<file path="config.mk">
export PLATFORM = sky130hd
export DESIGN_NAME = acc_alu_core
export DESIGN_NICKNAME = d
export VERILOG_FILES = /design/src/rtl/acc_alu_pkg.sv /design/src/rtl/acc_alu_addsub.sv /design/src/rtl/acc_alu_bitops.sv /design/src/rtl/acc_alu_decadj.sv /design/src/rtl/acc_alu_core.sv
export SDC_FILE = /design/constraint.sdc
export NUM_CORES = 1
export LEC_CHECK = 0
export ABC_AREA = 1
export BUFFER_PORTS_ARGS = -buffer_cell sky130_fd_sc_hd__clkbuf_2
export CORE_MARGIN = 8
export CORE_UTILIZATION = 40
export CTS_BUF_LIST = sky130_fd_sc_hd__clkbuf_16
export CTS_CLUSTER_DIAMETER = 30
export DETAILED_ROUTE_END_ITERATION = 16
export PLACE_DENSITY = 0.63
export RECOVER_POWER = 50
export SLEW_MARGIN = 40
export SYNTH_ARGS = -nofsm -noshare
export SYNTH_HDL_FRONTEND = slang
export SYNTH_SLANG_ARGS = --single-unit
</file>
<file path="constraint.sdc">
create_clock -name clk -period 4.05 [get_ports clk]
set_clock_uncertainty 0.2 [all_clocks]
set_input_delay 0.405 -clock clk [delete_from_list [all_inputs] [get_ports clk]]
set_output_delay 0.405 -clock clk [all_outputs]
set_load 0.02 [all_outputs]
</file>
<file path="src/rtl/acc_alu_pkg.sv">
package acc_alu_pkg;

   typedef enum logic [3:0] {
      OP_ADD  = 4'd0,
      OP_ADC  = 4'd1,
      OP_SUB  = 4'd2,
      OP_SBB  = 4'd3,
      OP_AND  = 4'd4,
      OP_XOR  = 4'd5,
      OP_OR   = 4'd6,
      OP_CMP  = 4'd7,
      OP_ROLC = 4'd8,
      OP_RORC = 4'd9,
      OP_ROLT = 4'd10,
      OP_RORT = 4'd11,
      OP_DADJ = 4'd12
   } alu_op_e;

   typedef struct packed {
      logic s;
      logic z;
      logic ac;
      logic p;
      logic cy;
   } flag_t;

   localparam int OP_W = 4;

endpackage

</file>
<file path="src/rtl/acc_alu_addsub.sv">
module acc_alu_addsub #(
   parameter int DATA_W = 8
) (
   input  logic [DATA_W-1:0] a,
   input  logic [DATA_W-1:0] b,
   input  logic              cin,
   input  logic              sub,
   output logic [DATA_W-1:0] res,
   output logic              cy_out,
   output logic              ac_out
);
   localparam int HALF_BIT = 4;

   logic [DATA_W:0] wide;
   logic [DATA_W:0] ext_a;
   logic [DATA_W:0] ext_b;
   logic [DATA_W:0] ext_c;

   assign ext_a = {1'b0, a};
   assign ext_b = {1'b0, b};
   assign ext_c = {{DATA_W{1'b0}}, cin};

   always_comb begin
      if (sub) wide = ext_a - ext_b - ext_c;
      else     wide = ext_a + ext_b + ext_c;
   end

   assign res    = wide[DATA_W-1:0];
   assign cy_out = wide[DATA_W];
   // carry (or borrow) into bit 4 recovered from the three bit-4 values
   assign ac_out = a[HALF_BIT] ^ b[HALF_BIT] ^ wide[HALF_BIT];

endmodule

</file>
<file path="src/rtl/acc_alu_bitops.sv">
module acc_alu_bitops #(
   parameter int DATA_W = 8
) (
   input  logic [DATA_W-1:0] a,
   input  logic [DATA_W-1:0] b,
   input  logic              cin,
   input  logic [1:0]        sel,
   output logic [DATA_W-1:0] bw_res,
   output logic [DATA_W-1:0] rot_res,
   output logic              rot_cy
);
   localparam int MSB = DATA_W - 1;

   always_comb begin
      unique case (sel)
         2'b00:   bw_res = a & b;
         2'b01:   bw_res = a ^ b;
         2'b10:   bw_res = a | b;
         default: bw_res = b;
      endcase
   end

   always_comb begin
      unique case (sel)
         2'b00: begin
            rot_res = {a[MSB-1:0], a[MSB]};
            rot_cy  = a[MSB];
         end
         2'b01: begin
            rot_res = {a[0], a[MSB:1]};
            rot_cy  = a[0];
         end
         2'b10: begin
            rot_res = {a[MSB-1:0], cin};
            rot_cy  = a[MSB];
         end
         default: begin
            rot_res = {cin, a[MSB:1]};
            rot_cy  = a[0];
         end
      endcase
   end

endmodule

</file>
<file path="src/rtl/acc_alu_decadj.sv">
module acc_alu_decadj #(
   parameter int DATA_W = 8
) (
   input  logic [DATA_W-1:0] a,
   input  logic              ac_in,
   input  logic              cy_in,
   output logic [DATA_W-1:0] res,
   output logic              ac_out,
   output logic              cy_out
);
   localparam int          NIB    = DATA_W / 2;
   localparam logic [NIB-1:0] DIG_MAX = NIB'(9);
   localparam logic [DATA_W:0] LO_FIX = (DATA_W+1)'(6);
   localparam logic [DATA_W-1:0] HI_FIX = DATA_W'(6) << NIB;

   logic              lo_go;
   logic              hi_go;
   logic [DATA_W:0]   step1;

   always_comb begin
      lo_go  = (a[NIB-1:0] > DIG_MAX) || ac_in;
      step1  = {1'b0, a} + (lo_go ? LO_FIX : '0);
      hi_go  = (step1[DATA_W-1:NIB] > DIG_MAX) || cy_in || step1[DATA_W];
      res    = step1[DATA_W-1:0] + (hi_go ? HI_FIX : '0);
      cy_out = hi_go;
      ac_out = a[NIB] ^ step1[NIB];
   end

endmodule

</file>
<file path="src/rtl/acc_alu_core.sv">
module acc_alu_core
   import acc_alu_pkg::*;
#(
   parameter int DATA_W = 8,
   parameter bit DEC_EN = 1'b1
) (
   input  logic              clk,
   input  logic              rst,
   input  logic              exec_en,
   input  logic [OP_W-1:0]   op_code,
   input  logic [DATA_W-1:0] operand,
   output logic [DATA_W-1:0] acc_q,
   output logic              flg_sign,
   output logic              flg_zero,
   output logic              flg_half,
   output logic              flg_par,
   output logic              flg_carry
);
   localparam int MSB = DATA_W - 1;

   if (DATA_W < 8) begin : g_chk_w
      $error("acc_alu_core: DATA_W must be at least 8");
   end
   if (DEC_EN && DATA_W != 8) begin : g_chk_dec
      $error("acc_alu_core: decimal adjust needs DATA_W == 8");
   end

   flag_t             flags_q;
   flag_t             flags_d;
   logic [DATA_W-1:0] acc_d;

   logic              is_sub;
   logic              use_cin;
   logic [DATA_W-1:0] as_res;
   logic              as_cy;
   logic              as_ac;
   logic [DATA_W-1:0] bw_res;
   logic [DATA_W-1:0] rot_res;
   logic              rot_cy;
   logic [DATA_W-1:0] dec_res;
   logic              dec_cy;
   logic              dec_ac;

   assign is_sub  = (op_code == OP_SUB) || (op_code == OP_SBB) || (op_code == OP_CMP);
   assign use_cin = (op_code == OP_ADC) || (op_code == OP_SBB);

   acc_alu_addsub #(.DATA_W(DATA_W)) u_addsub (
      .a      (acc_q),
      .b      (operand),
      .cin    (use_cin & flags_q.cy),
      .sub    (is_sub),
      .res    (as_res),
      .cy_out (as_cy),
      .ac_out (as_ac)
   );

   acc_alu_bitops #(.DATA_W(DATA_W)) u_bitops (
      .a       (acc_q),
      .b       (operand),
      .cin     (flags_q.cy),
      .sel     (op_code[1:0]),
      .bw_res  (bw_res),
      .rot_res (rot_res),
      .rot_cy  (rot_cy)
   );

   if (DEC_EN) begin : g_dec
      acc_alu_decadj #(.DATA_W(DATA_W)) u_decadj (
         .a      (acc_q),
         .ac_in  (flags_q.ac),
         .cy_in  (flags_q.cy),
         .res    (dec_res),
         .ac_out (dec_ac),
         .cy_out (dec_cy)
      );
   end else begin : g_nodec
      assign dec_res = acc_q;
      assign dec_ac  = flags_q.ac;
      assign dec_cy  = flags_q.cy;
   end

   logic              szp_en;
   logic [DATA_W-1:0] szp_src;

   always_comb begin
      acc_d   = acc_q;
      flags_d = flags_q;
      szp_en  = 1'b0;
      szp_src = acc_q;
      case (op_code)
         OP_ADD, OP_ADC, OP_SUB, OP_SBB: begin
            acc_d      = as_res;
            flags_d.cy = as_cy;
            flags_d.ac = as_ac;
            szp_en     = 1'b1;
            szp_src    = as_res;
         end
         OP_CMP: begin
            flags_d.cy = as_cy;
            flags_d.ac = as_ac;
            szp_en     = 1'b1;
            szp_src    = as_res;
         end
         OP_AND, OP_XOR, OP_OR: begin
            acc_d      = bw_res;
            flags_d.cy = 1'b0;
            flags_d.ac = (op_code == OP_AND);
            szp_en     = 1'b1;
            szp_src    = bw_res;
         end
         OP_ROLC, OP_RORC, OP_ROLT, OP_RORT: begin
            acc_d      = rot_res;
            flags_d.cy = rot_cy;
         end
         OP_DADJ: begin
            acc_d      = dec_res;
            flags_d.cy = dec_cy;
            flags_d.ac = dec_ac;
            szp_en     = 1'b1;
            szp_src    = dec_res;
         end
         default: ;
      endcase
      if (szp_en) begin
         flags_d.s = szp_src[MSB];
         flags_d.z = (szp_src == '0);
         flags_d.p = ~(^szp_src);
      end
   end

   always_ff @(posedge clk) begin
      if (rst) begin
         acc_q   <= '0;
         flags_q <= '0;
      end else if (exec_en) begin
         acc_q   <= acc_d;
         flags_q <= flags_d;
      end
   end

   assign flg_sign  = flags_q.s;
   assign flg_zero  = flags_q.z;
   assign flg_half  = flags_q.ac;
   assign flg_par   = flags_q.p;
   assign flg_carry = flags_q.cy;

endmodule

</file>
[Word level (Yosys, flattened, before mapping)]
Index checks and enable logic that the tools add are counted.
Storage, ports and cells
  flip-flop bits (word level): 13
  word-level logic and storage cells: 70
  output and inout port bits: 13
  input bits: 15
Cells by class
  mux-type cells: 11
  bitwise gates (word level): 8
  reduce and logical (&&, ||, !) cells: 23
  equality and inequality tests: 14
  add/subtract/negate cells: 6
  order comparisons: 2
Operators by type and width (number)
  $pmux 8 s3: 3
  $pmux 8 s4: 1
  $eq 4x4->1 const B: 5
  $eq 4x3->1 const B: 4
  $add 8x8->9: 1
  $add 8x9->9: 1
  $add 9x1->9: 1
  $mux 9: 1
  $reduce_or 9->1: 1
  $sub 8x8->9: 1
  $sub 9x1->9: 1
  $add 8x8->8: 1
  $and 8x8->8: 1
  $eq 4x2->1 const B: 2
  $gt 4x4->1 const B: 2
  $logic_not 8->1: 1
  $or 8x8->8: 1
  $reduce_and 2->1: 4
  $reduce_bool 4->1: 2
  $reduce_or 4->1: 2
  $reduce_xor 8->1: 1
  $xor 8x8->8: 1
  $mux 7: 1
  $logic_or 1x1->1: 6
  other kinds (16): 19

[Depth between registers and ports, before layout]
Gate-level depths: netlist (run 1).
  word-level depth: 12
  gate-level depth with buffers: 28
  gate-level depth less buffers: 27

[Cells and area by module]
A second synthesis (run 1) with hierarchy kept.
Unflattened totals
  cell total of the unflattened synthesis: 546
  area total of the unflattened synthesis: 3183.1 µm²
By module, submodules not included
  acc_alu_core: times used 1, area an instance 1174.9 µm², seq. area each 260.2 µm², cells each 211
  acc_alu_addsub: times used 1, area an instance 1024.7 µm², seq. area each 0.0 µm², cells each 180
  acc_alu_bitops: times used 1, area an instance 686.9 µm², seq. area each 0.0 µm², cells each 109
  acc_alu_decadj: times used 1, area an instance 296.5 µm², seq. area each 0.0 µm², cells each 46

[Worst setup path before layout (run 1)]
Ideal clock, no wire load.
  path type: register to register
  start: reg acc_q[1]
  end: reg flags_q (netlist bit flg_par)
  path slack: -209 ps
  library setup time: 116 ps
  arrival: 3943 ps
  clock period less this slack: 4259 ps
  cell stages (with the launch flop): 27
  buffers on the path: 0
  cell sequence: dfxtp_1 -> inv_1 -> a21oi_1 -> nor2_1 -> inv_1 -> ha_1 -> inv_1 -> fa_1 -> inv_1 -> nand3_1 -> o21ai_0 -> nand2_1 -> nand2_1 -> nand2_1 -> ha_1 -> fa_1 -> inv_1 -> nand3_1 -> nand3_1 -> nand2_1 -> inv_1 -> and3_1 -> ha_1 -> xnor2_1 -> xnor2_1 -> nor2_1 -> nor2_1
On the way
  word-level cells in the longest chain between the ends: 12
Ends and longest elaborated chain
  start, declared: line acc_alu_core.sv:12  | output logic [DATA_W-1:0] acc_q,
  start signal, assigned: line acc_alu_core.sv:133  | acc_q <= '0;
  start signal, assigned: line acc_alu_core.sv:136  | acc_q <= acc_d;
  $gt 4x4->1: line acc_alu_decadj.sv:21  | lo_go = (a[NIB-1:0] > DIG_MAX) || ac_in;
  $logic_or 1x1->1: line acc_alu_decadj.sv:21
  $mux 3: line acc_alu_decadj.sv:22  | step1 = {1'b0, a} + (lo_go ? LO_FIX : '0);
  $add 8x9->9: line acc_alu_decadj.sv:22
  $gt 4x4->1: line acc_alu_decadj.sv:23  | hi_go = (step1[DATA_W-1:NIB] > DIG_MAX) || cy_in || step1[DATA_W];
  $logic_or 1x1->1 (2 in a row): line acc_alu_decadj.sv:23
  $mux 7: line acc_alu_decadj.sv:24  | res = step1[DATA_W-1:0] + (hi_go ? HI_FIX : '0);
  $add 8x8->8: line acc_alu_decadj.sv:24
  $pmux 8 s3 *: line acc_alu_core.sv:90  | case (op_code)
  $reduce_xor 8->1 *: line acc_alu_core.sv:127  | flags_d.p = ~(^szp_src);
  $not 1->1 *: line acc_alu_core.sv:127
  end signal, assigned: line acc_alu_core.sv:137  | flags_q <= flags_d;
  end, declared: line acc_alu_core.sv:28  | flag_t flags_q;
Every way passes the cells marked *; elsewhere a longest branch is shown, timed or not.
A chain may end at the register's enable or synchronous reset.

[Worst setup path in the final report (run 1)]
  start: reg acc_q[2]
  end: reg flags_q (netlist bit flg_par)
Same word-level chain as after synthesis.

==> results of run 1 <==
[state kept, by name, indices dropped and copies added (netlist names)]
name / flops
flg_half: 1
acc_q: 8
flg_carry: 1
flg_zero: 1
flg_par: 1
flg_sign: 1
[worst max-delay path: cells and delay by family, from the launching register on]
kind            cells  cell delay [ns]
buf+inv             7             0.47
flops               1             0.32
compound gates      1             0.15
simple gates       11             0.89
xor+xnor            3             0.43
fa+ha+maj           5             1.25
[area by class of cell]
type | instances | area, um2 | share of cell area [%]
multi-input cells | 354 | 2150 | 68.1
inverters | 98 | 368 | 11.7
flip-flops and latches | 13 | 264 | 8.38
repair buffers | 37 | 195 | 6.19
well taps | 80 | 100 | 3.18
clock buffers | 3 | 75.1 | 2.38
clock inverters | 1 | 3.75 | 0.119
[cells in the final DEF (no fill, tap or decap), drive strengths merged, types with 3 or more instances in the layout]
cell / count
o211ai: 4
xnor2: 4
ha: 37
inv: 99
a21oi: 33
nand3: 31
nor3: 5
dfxtp: 13
buf: 10
o22ai: 8
xor2: 3
o21ai: 32
nor2: 34
nand4: 11
fa: 6
nand2: 135
clkbuf: 30
[cell families after synthesis]
family,after synthesis,share of synthesized area [%]
and+or+nand+nor,221,35.3
DFF,13,9.53
AOI/OAI and AO/OA,83,17.1
buffers and inverters,102,14.4
adders and majority gates,43,21.3
xor gates and xnor gates,7,2.24
[power groups by stage]
stage | logic [W] | registers (W) | clock network, W
after global placement | 0.000512 | 0.000157 | 0
after global routing | 0.000600 | 0.000158 | 0.000197
after floorplan | 0.000354 | 0.000175 | 0
after detailed placement | 0.000515 | 0.000157 | 0
after CTS | 0.000518 | 0.000155 | 0.000190
final | 0.000537 | 0.000156 | 0.000189
[path summary, 6_finish.rpt]
path | from | end | slack [ns]
min | rst | flg_carry | 0.26
max reg2reg | acc_q[2] | flg_par | 0.21
min reg2reg | flg_par | flg_par | 0.31
max | acc_q[2] | flg_par | 0.21
[routing by layer]
| layer | vias to the layer above | share of wire [%] | global-route usage, % |
|---|---|---|---|
| met5 | - | 0 | 0 |
| met2 | 153 | 45 | 30.2 |
| met1 | 1417 | 45 | 23.3 |
| li1 | 1579 | - | - |
| met3 | 18 | 8.1 | 3.03 |
| met4 | 0 | 2.3 | 5.79 |
[per-stage QoR]
stage	worst slack [ns]	power, W	TNS, ns
4_1_cts	0.00594	0.000863	0
6_report	0.211	0.000881	0
3_3_place_gp	0.184	0.000669	0
3_5_place_dp	0.0137	0.000672	0
5_1_grt	-0.0220	0.000956	-0.0220
2_1_floorplan	0.0215	0.000529	0
[repair_timing]
item | CTS | global route
buffers inserted | 0 | 1
pin swaps | 0 | 1
setup endpoints to repair | 1 | 2
endpoints found under the hold margin | 0 | 0
gates resized for setup | 2 | 15
==> impl_metrics.yaml, run 1 <==
grt:
  grt_first_pass_wirelength_mm: 14.4
  antenna_found_initial: 0
  grt_max_degree: 13
  grt-ovfl-total: 0
  grt_pass1_vias: 2963
  grt_use_total_pct: 18.2
finish:
  drive_above_1_share_pct: 13.0
  diodes: 0
  final_util_pct: 46.9
  area_delta_synth_final_pct: 15.4
  final_nets: 565
  finalNonFillerCells: 586
  stdcell_area_um2: 3150
  fill_cells: 685
cts:
  cts-root-buf: "clkbuf_16"
  htreeDepth: 1
  cts_tree: "built"
  clk_latency_ns: 0.24
  cts_hold_buffers: 0
  cts_made_buffers: 3
  clk_pin_slew_worst_paths_ns: 0.05
  clock_sinks: 13
  cts_buffer_depth: 2
detailed_routing:
  num_vias: 3167
  via_per_inst: 5.40
  drt_wl_total_mm: 8.85
  ant_nets: 0
  drcViolationCount: 0
  dr.pass1.iters: 6
  wl_per_cell_um: 15.1
  drtIter0Drc: 336
place:
  place_inst: 581
  place.port_buffers: 27
  post-dp-hpwl_mm: 7.18
  gp_congestion: 0.945
  place_area_um2: 3010
synthesis:
  ys_warn_count: 0
  synth.distinct_cells: 33
  synth_most_common_cell: "nand2_1"
  ys_top_cells_by_area: "nand2_1 (18%), ha_1 (17%), inv_1 (13%), dfxtp_1 (9.5%), a21oi_1 (5.9%)"
  yosysSeqAreaShare_pct: 9.53
  syn_area_per_cell_um2: 5.82
  netlist_instances: 469
  yosysTopAreaCellShare_pct: 17.9
  synthFlopType: "dfxtp_1"
  asyncSetResetFlopFracSynth_pct: 0
  syn-cell-area_um2: 2730
  ys_ff_latch: 13
  synth_common_cells: "nand2_1 (130), inv_1 (95), ha_1 (37)"
  synth-edff-count: 0
  synth_area_leader_cell: "nand2_1"
  syn_nets: 527
die:
  fp-row-count: 30
  die_h_um: 98.6
  start_util_pct: 40.7
  die-area_um2: 9730
  ios: 28
  die_w_um: 98.6
  fp.coreArea_um2: 6720
setup_path:
  max_stage_delay_ns: 0.34
  cp_slowest_cell: "fa_2"
  r2r_cells: 27
  critPathKind: "reg -> reg"
  start_kind: "flip-flop"
  crit_required_ns: 3.99
  crit_top_cell: "inv_1"
  path_max_fanout: 3
  cp.arrival_ns: 3.78
  cp-end-kind: "flip-flop"
min_path:
  hp-class: "in -> reg"
  min_path_cells: 2
power:
  p_int_w: 0.000468
  p_sw_w: 0.000413
  clockPowerShare_pct: 21.4
  p_comb_share_pct: 60.9
  p_sw_share_pct: 46.9
  leakagePower_nw: 1.69
  ir_drop_mv: 0.125
  pwr-share-seq_pct: 17.7
  power_density_nw_per_um2: 280
job:
  drv_cap: 0
timing:
  hold_slack_ns: 0.261
  fin_crit_sh_pct: 94.8
  slew_viol_final: 0
  min_period_ns: 3.84
  timing.slew.headroom_pct: 71.1
  setup_viol: 0
  worst_pin_slew_ns: 0.433
  hold_viol: 0
  max_freq_mhz: 260
outcome:
  status: "finished clean"
Note: power is estimated with default switching activity, not from simulation.
==> run 2: changes to the inputs <==
Settings changed: ABC_AREA 1 to unset, RECOVER_POWER 50 to 25.
==> run 2 against run 1 <==
Compared with the run above: the flow now finishes with violations (setup timing); total power up 3.5%; via count down 13%; clock power up 4%; clock-buffer cell count unchanged; critical path depth down 5; register-to-register slack worse by 0.31 ns; worst setup slack worse by 0.31 ns; non-clock buffer count up 18; maximum frequency down 7.4%; critical path type unchanged; largest power group unchanged.
==> impl_metrics.yaml, run 2 <==
place:
  place_ws_ns: -0.0544
  place_inst: 471
  gp_congestion: 0.947
  place.port_buffers: 27
  place_area_um2: 3040
  post-dp-hpwl_mm: 6.56
job:
  drv_cap: 0
finish:
  layout_common_cells: "ha_1 (35), inv_1 (31), a21oi_1 (29)"
  register_area_um2: 272
  layout_commonest_cell: "ha_1"
  final_nets: 457
  diodes: 0
  fill_cells: 656
  stdcell_area_um2: 3160
  largest_reg_flops: 8
  largest_register: "acc_q"
  drive_above_1_share_pct: 20.1
  area_delta_synth_final_pct: 18.0
  multi_input_area_um2: 2250
  finalNonFillerCells: 478
timing:
  rsz0062_at_grt: "yes"
  min_period_ns: 4.15
  timing.slew.headroom_pct: 55.3
  worst_pin_slew_ns: 0.671
  hold_slack_ns: 0.293
  slew_viol_final: 0
  fin_crit_sh_pct: 102
  setup_viol: 1
  hold_viol: 0
  final.setup.worst_slack_ns: -0.0970
  max_freq_mhz: 241
detailed_routing:
  dr.pass1.iters: 5
  drtIter0Drc: 238
  num_vias: 2763
  wl_per_cell_um: 17.7
  ant_nets: 0
  drt_wl_total_mm: 8.48
  drcViolationCount: 0
  via_per_inst: 5.78
outcome:
  status: "finished with violations"
  violations: "setup timing"
synthesis:
  synth_common_cells: "ha_1 (37), inv_1 (31), a21oi_1 (30)"
  yosysSeqAreaShare_pct: 9.72
  ys_warn_count: 0
  synth.distinct_cells: 54
  ys_top_cells_by_area: "ha_1 (17%), dfxtp_1 (9.7%), a21oi_1 (5.6%), mux2i_1 (4.9%), o21ai_0 (4.7%)"
  asyncSetResetFlopFracSynth_pct: 0
  synth_area_leader_cell: "ha_1"
  synthFlopType: "dfxtp_1"
  netlist_instances: 358
  syn_nets: 416
  synth_most_common_cell: "ha_1"
  syn_area_per_cell_um2: 7.48
  yosysTopAreaCellShare_pct: 17.3
  syn-cell-area_um2: 2680
  ys_ff_latch: 13
  synth-edff-count: 0
power:
  leakagePower_nw: 1.43
  power_density_nw_per_um2: 289
  ir_drop_mv: 0.148
setup_path:
  cp_top_family: "adder cells"
  critPathKind: "reg -> reg"
  cp-end-kind: "flip-flop"
  cp_slowest_cell: "dfxtp_4"
  start_kind: "flip-flop"
  path_depth: 22
  r2r_slack_ns: -0.1
  path_max_fanout: 3
  crit_required_ns: 3.97
  max_stage_delay_ns: 0.35
  path_cells: "o21ai_2 -> nand2b_1 -> ha_2 -> inv_2 -> fa_2 -> nand3b_1 -> nor2_2 -> a221oi_2 -> a211o_1 -> ha_2 -> fa_2 -> xor2_1 -> xnor2_1 -> o22ai_1 -> o21ai_1 -> and2_1 -> ha_1 -> xor2_1 -> xnor2_1 -> nor2_1 -> a21oi_2 -> nor2_1"
  cp.arrival_ns: 4.07
  path_buf_inv: 1
  r2r_cells: 22
cts:
  clk_pin_slew_worst_paths_ns: 0.05
  cts_hold_buffers: 0
  cts_made_buffers: 3
  clk_latency_ns: 0.25
  cts_tree: "built"
  cts-root-buf: "clkbuf_16"
  cts_buffer_depth: 2
  clock_sinks: 13
  htreeDepth: 1
grt:
  antenna_found_initial: 0
  grt_max_degree: 33
  grt_pass1_vias: 2726
  grt-ovfl-total: 0
  grt_use_total_pct: 17.9
  grt_first_pass_wirelength_mm: 14.0
die:
  die_h_um: 97.8
  die-area_um2: 9560
  start_util_pct: 40.3
  fp.coreArea_um2: 6640
  die_w_um: 97.8
  ios: 28
  fp-row-count: 30
min_path:
  hp-class: "reg -> reg"
  min_path_cells: 2
## run 2: cell types whose count changed after synthesis, sizes merged, moves of 7 or more
cell | before | now
a211oi | 0 | 10
buf | 4 | 12
clkbuf | 0 | 7
inv | 98 | 31
mux2i | 0 | 13
nand2 | 135 | 24
nand2b | 0 | 13
nand3 | 31 | 6
nand4 | 11 | 1
nor2 | 34 | 27
o21ai | 32 | 25
xnor2 | 4 | 14
## run 2: timing repair
item	4_1_cts	5_1_grt
resized for setup	2	3
buffers inserted	1	2
gates cloned	0	0
endpoints found under the setup margin	1	1
pin swaps	1	3
## run 2: final timing paths
path,from,endpoint
worst min-delay path,flg_zero,flg_zero
worst max register to register,acc_q[1],flg_par
worst min register to register,flg_zero,flg_zero
worst max-delay path,acc_q[1],flg_par
## run 2: cells by family after synthesis
| family | count (synthesis) | share of synthesized area (%) |
|---|---|---|
| AO/OA/AOI/OAI | 114 | 28.7 |
| XOR/XNOR | 20 | 6.55 |
| adder cells (fa/ha/maj) | 44 | 22.2 |
| buffers and inverters | 50 | 7.67 |
| flip-flops | 13 | 9.72 |
| multiplexers | 16 | 6.12 |
| AND/OR/NAND/NOR | 101 | 19.1 |
## run 2: stage by stage
stage / power (W) / setup TNS (ns) / util, %
2_1_floorplan: 0.000550 / -0.211 / -
3_3_place_gp: 0.000698 / -0.0423 / 45.8
3_5_place_dp: 0.000704 / -0.0544 / 45.8
4_1_cts: 0.000905 / -0.0213 / 47.1
5_1_grt: 0.000978 / -0.359 / 47.5
6_report: 0.000912 / -0.0970 / 47.5
## run 2: worst min-delay path, delay by kind of cell (launching register included)
family,cells,cell delay [ns]
simple gates,1,0.07
compound gates,1,0.06
flops,1,0.33
## run 2: final cells by class
cell class	instances	area share, %
Clock buffer	3	2.38
Inverter	31	3.68
Multi-Input combinational cell	295	71.3
Tap cell	80	3.17
Clock inverter	1	0.119
Sequential cell	13	8.60
Timing Repair Buffer	55	10.7
## run 2: power by group
| part | switching [W] | total, W | internal, W |
|---|---|---|---|
| clock | 0.0000651 | 0.000196 | 0.000131 |
| sequential | 0.0000122 | 0.000155 | 0.000142 |
| combinational | 0.000324 | 0.000561 | 0.000236 |
| total | 0.000402 | 0.000912 | 0.000510 |
## run 2: per-layer routing
metal | up-vias | GRT usage, % | share of wire [%]
met5 | - | 0 | 0
met4 | 0 | 5.04 | 1.5
met3 | 12 | 2.84 | 5.9
met2 | 115 | 29.7 | 47
met1 | 1272 | 23.2 | 46
li1 | 1364 | - | -
==> run 3: changes to the inputs <==
Settings changed: RECOVER_POWER 25 to unset.
==> run 3 against run 2 <==
Compared with the run above: the flow still finishes with violations (setup timing); global-route usage unchanged; critical path depth unchanged; clock power about the same; core utilization up 0.094 points; sequential share of layout area about the same; hold slack better by 0.0022 ns; non-clock buffer count unchanged.
==> impl_metrics.yaml, run 3 (synthesis gave the netlist of run 2 again) <==
timing:
  setup_viol: 1
  worst_pin_slew_ns: 0.681
  max_freq_mhz: 241
  fin_tns_setup_ns: -0.0933
  rsz0062_at_grt: "yes"
  timing.slew.headroom_pct: 54.6
  final.setup.worst_slack_ns: -0.0933
  fin_crit_sh_pct: 102
  min_period_ns: 4.14
  hold_viol: 0
  slew_viol_final: 0
  hold_slack_ns: 0.296
finish:
  register_area_um2: 272
  layout_common_cells: "ha_1 (35), inv_1 (31), a21oi_1 (29)"
  drive_above_1_share_pct: 21.4
  diodes: 0
  multi_input_area_um2: 2250
  layout_commonest_cell: "ha_1"
  fill_cells: 652
  area_delta_synth_final_pct: 18.2
  final_nets: 457
  finalNonFillerCells: 478
  largest_reg_flops: 8
  largest_register: "acc_q"
die:
  fp.coreArea_um2: 6640
  ios: 28
  die_w_um: 97.8
  fp-row-count: 30
  start_util_pct: 40.3
  die-area_um2: 9560
  die_h_um: 97.8
setup_path:
  cp.arrival_ns: 4.07
  path_buf_inv: 1
  cp_top_family: "adder cells"
  path_max_fanout: 3
  reg2reg_to: "flg_par"
  start_kind: "flip-flop"
  max_stage_delay_ns: 0.35
  cp-end-kind: "flip-flop"
  path_depth: 22
  worstReg2RegStart: "acc_q[1]"
  r2r_slack_ns: -0.09
  critPathKind: "reg -> reg"
  crit_required_ns: 3.97
  cp_slowest_cell: "dfxtp_4"
  path_cells: "o21ai_2 -> nand2b_1 -> ha_2 -> inv_2 -> fa_2 -> nand3b_1 -> nor2_2 -> a221oi_2 -> a211o_1 -> ha_2 -> fa_2 -> xor2_1 -> xnor2_1 -> o22ai_1 -> o21ai_1 -> and2_1 -> ha_1 -> xor2_1 -> xnor2_1 -> nor2_1 -> a21oi_2 -> nor2_1"
  r2r_cells: 22
detailed_routing:
  drt_wl_total_mm: 8.50
  num_vias: 2750
  via_per_inst: 5.75
  ant_nets: 0
  dr.pass1.iters: 5
  drcViolationCount: 0
  wl_per_cell_um: 17.8
  drtIter0Drc: 232
min_path:
  min_path_cells: 2
  holdPathEnd: "flg_zero"
  hp-class: "reg -> reg"
  hold_start: "flg_zero"
cts:
  cts-root-buf: "clkbuf_16"
  clk_latency_ns: 0.25
  cts_buffer_depth: 2
  cts_made_buffers: 3
  clock_sinks: 13
  clk_pin_slew_worst_paths_ns: 0.05
  htreeDepth: 1
  cts_tree: "built"
power:
  clockPowerShare_pct: 21.2
  leakagePower_nw: 1.45
  p_sw_w: 0.000399
  p_sw_share_pct: 43.8
  ir_drop_mv: 0.148
  p_int_w: 0.000511
  power_density_nw_per_um2: 288
  pwr-share-seq_pct: 17.0
  p_comb_share_pct: 61.8
grt:
  grt_pass1_vias: 2726
  antenna_found_initial: 0
  grt-ovfl-total: 0
  grt_first_pass_wirelength_mm: 14.0
  grt_max_degree: 33
  grt_use_total_pct: 17.9
place:
  place_inst: 471
  place.port_buffers: 27
  post-dp-hpwl_mm: 6.56
  place_ws_ns: -0.0544
  gp_congestion: 0.947
outcome:
  status: "finished with violations"
  violations: "setup timing"
job:
  drv_cap: 0
## run 3: cell counts in the layout (fill, tap and decap cells not counted)
Identical to the previous run, type by type.
## run 3: power by group through the flow
stage | Combinational, W | Sequential [W] | Clock [W]
after floorplan | 0.000372 | 0.000178 | 0
after global placement | 0.000543 | 0.000155 | 0
after detailed placement | 0.000548 | 0.000156 | 0
after CTS | 0.000552 | 0.000154 | 0.000200
after global routing | 0.000619 | 0.000157 | 0.000204
final | 0.000562 | 0.000155 | 0.000193
## run 3: layout make-up
cell class | count | share of cell area (%)
clock buffers | 3 | 2.37
flip-flops and latches | 13 | 8.58
inverters | 31 | 3.68
multi-input cells | 295 | 71.2
well taps | 80 | 3.16
repair buffers | 55 | 10.9
clock inverters | 1 | 0.119
## run 3: per-stage QoR
| stage | util (%) | total power (W) | area (um2) |
|---|---|---|---|
| detailed placement | 45.8 | 0.000704 | 3040 |
| finish | 47.6 | 0.000910 | 3160 |
| global placement | 45.8 | 0.000698 | 3040 |
| floorplan | - | 0.000550 | 2710 |
| global route | 47.6 | 0.000979 | 3160 |
| CTS | 47.1 | 0.000905 | 3130 |
## run 3: tightest hold or removal path: cells and delay by family (launching register included)
family,cells,cell delay (ns)
AOI/OAI and AO/OA,1,0.06
DFF,1,0.33
and+or+nand+nor,1,0.07
## run 3: worst max-delay path by stage
stage / from / end / slack [ns]
final: acc_q[1] / flg_par / -0.09
after CTS: acc_q[1] / flg_par / -0.02
after global placement: op_code[3] / flg_par / -0.04
after global routing: acc_q[1] / flg_par / -0.33
after detailed placement: acc_q[1] / flg_par / -0.05
after floorplan: acc_q[1] / flg_par / -0.21
## run 3: layer usage
layer  wire (um)  share of wire, %  up-vias  global-route usage [%]
li1            -                 -     1366                       -
met1        3820                45     1266                    23.2
met5           0                 0        -                       0
met2        4010                47      108                    29.7
met3         564               6.6       10                    2.84
met4         105               1.2        0                    5.04
## run 3: what timing repair did
action                     CTS  global route
setup endpoints to repair    1             1
resized for setup            2             3
cloned                       0             0
pin swaps                    1             3
hold buffers                 0             0
buffers inserted             1             2
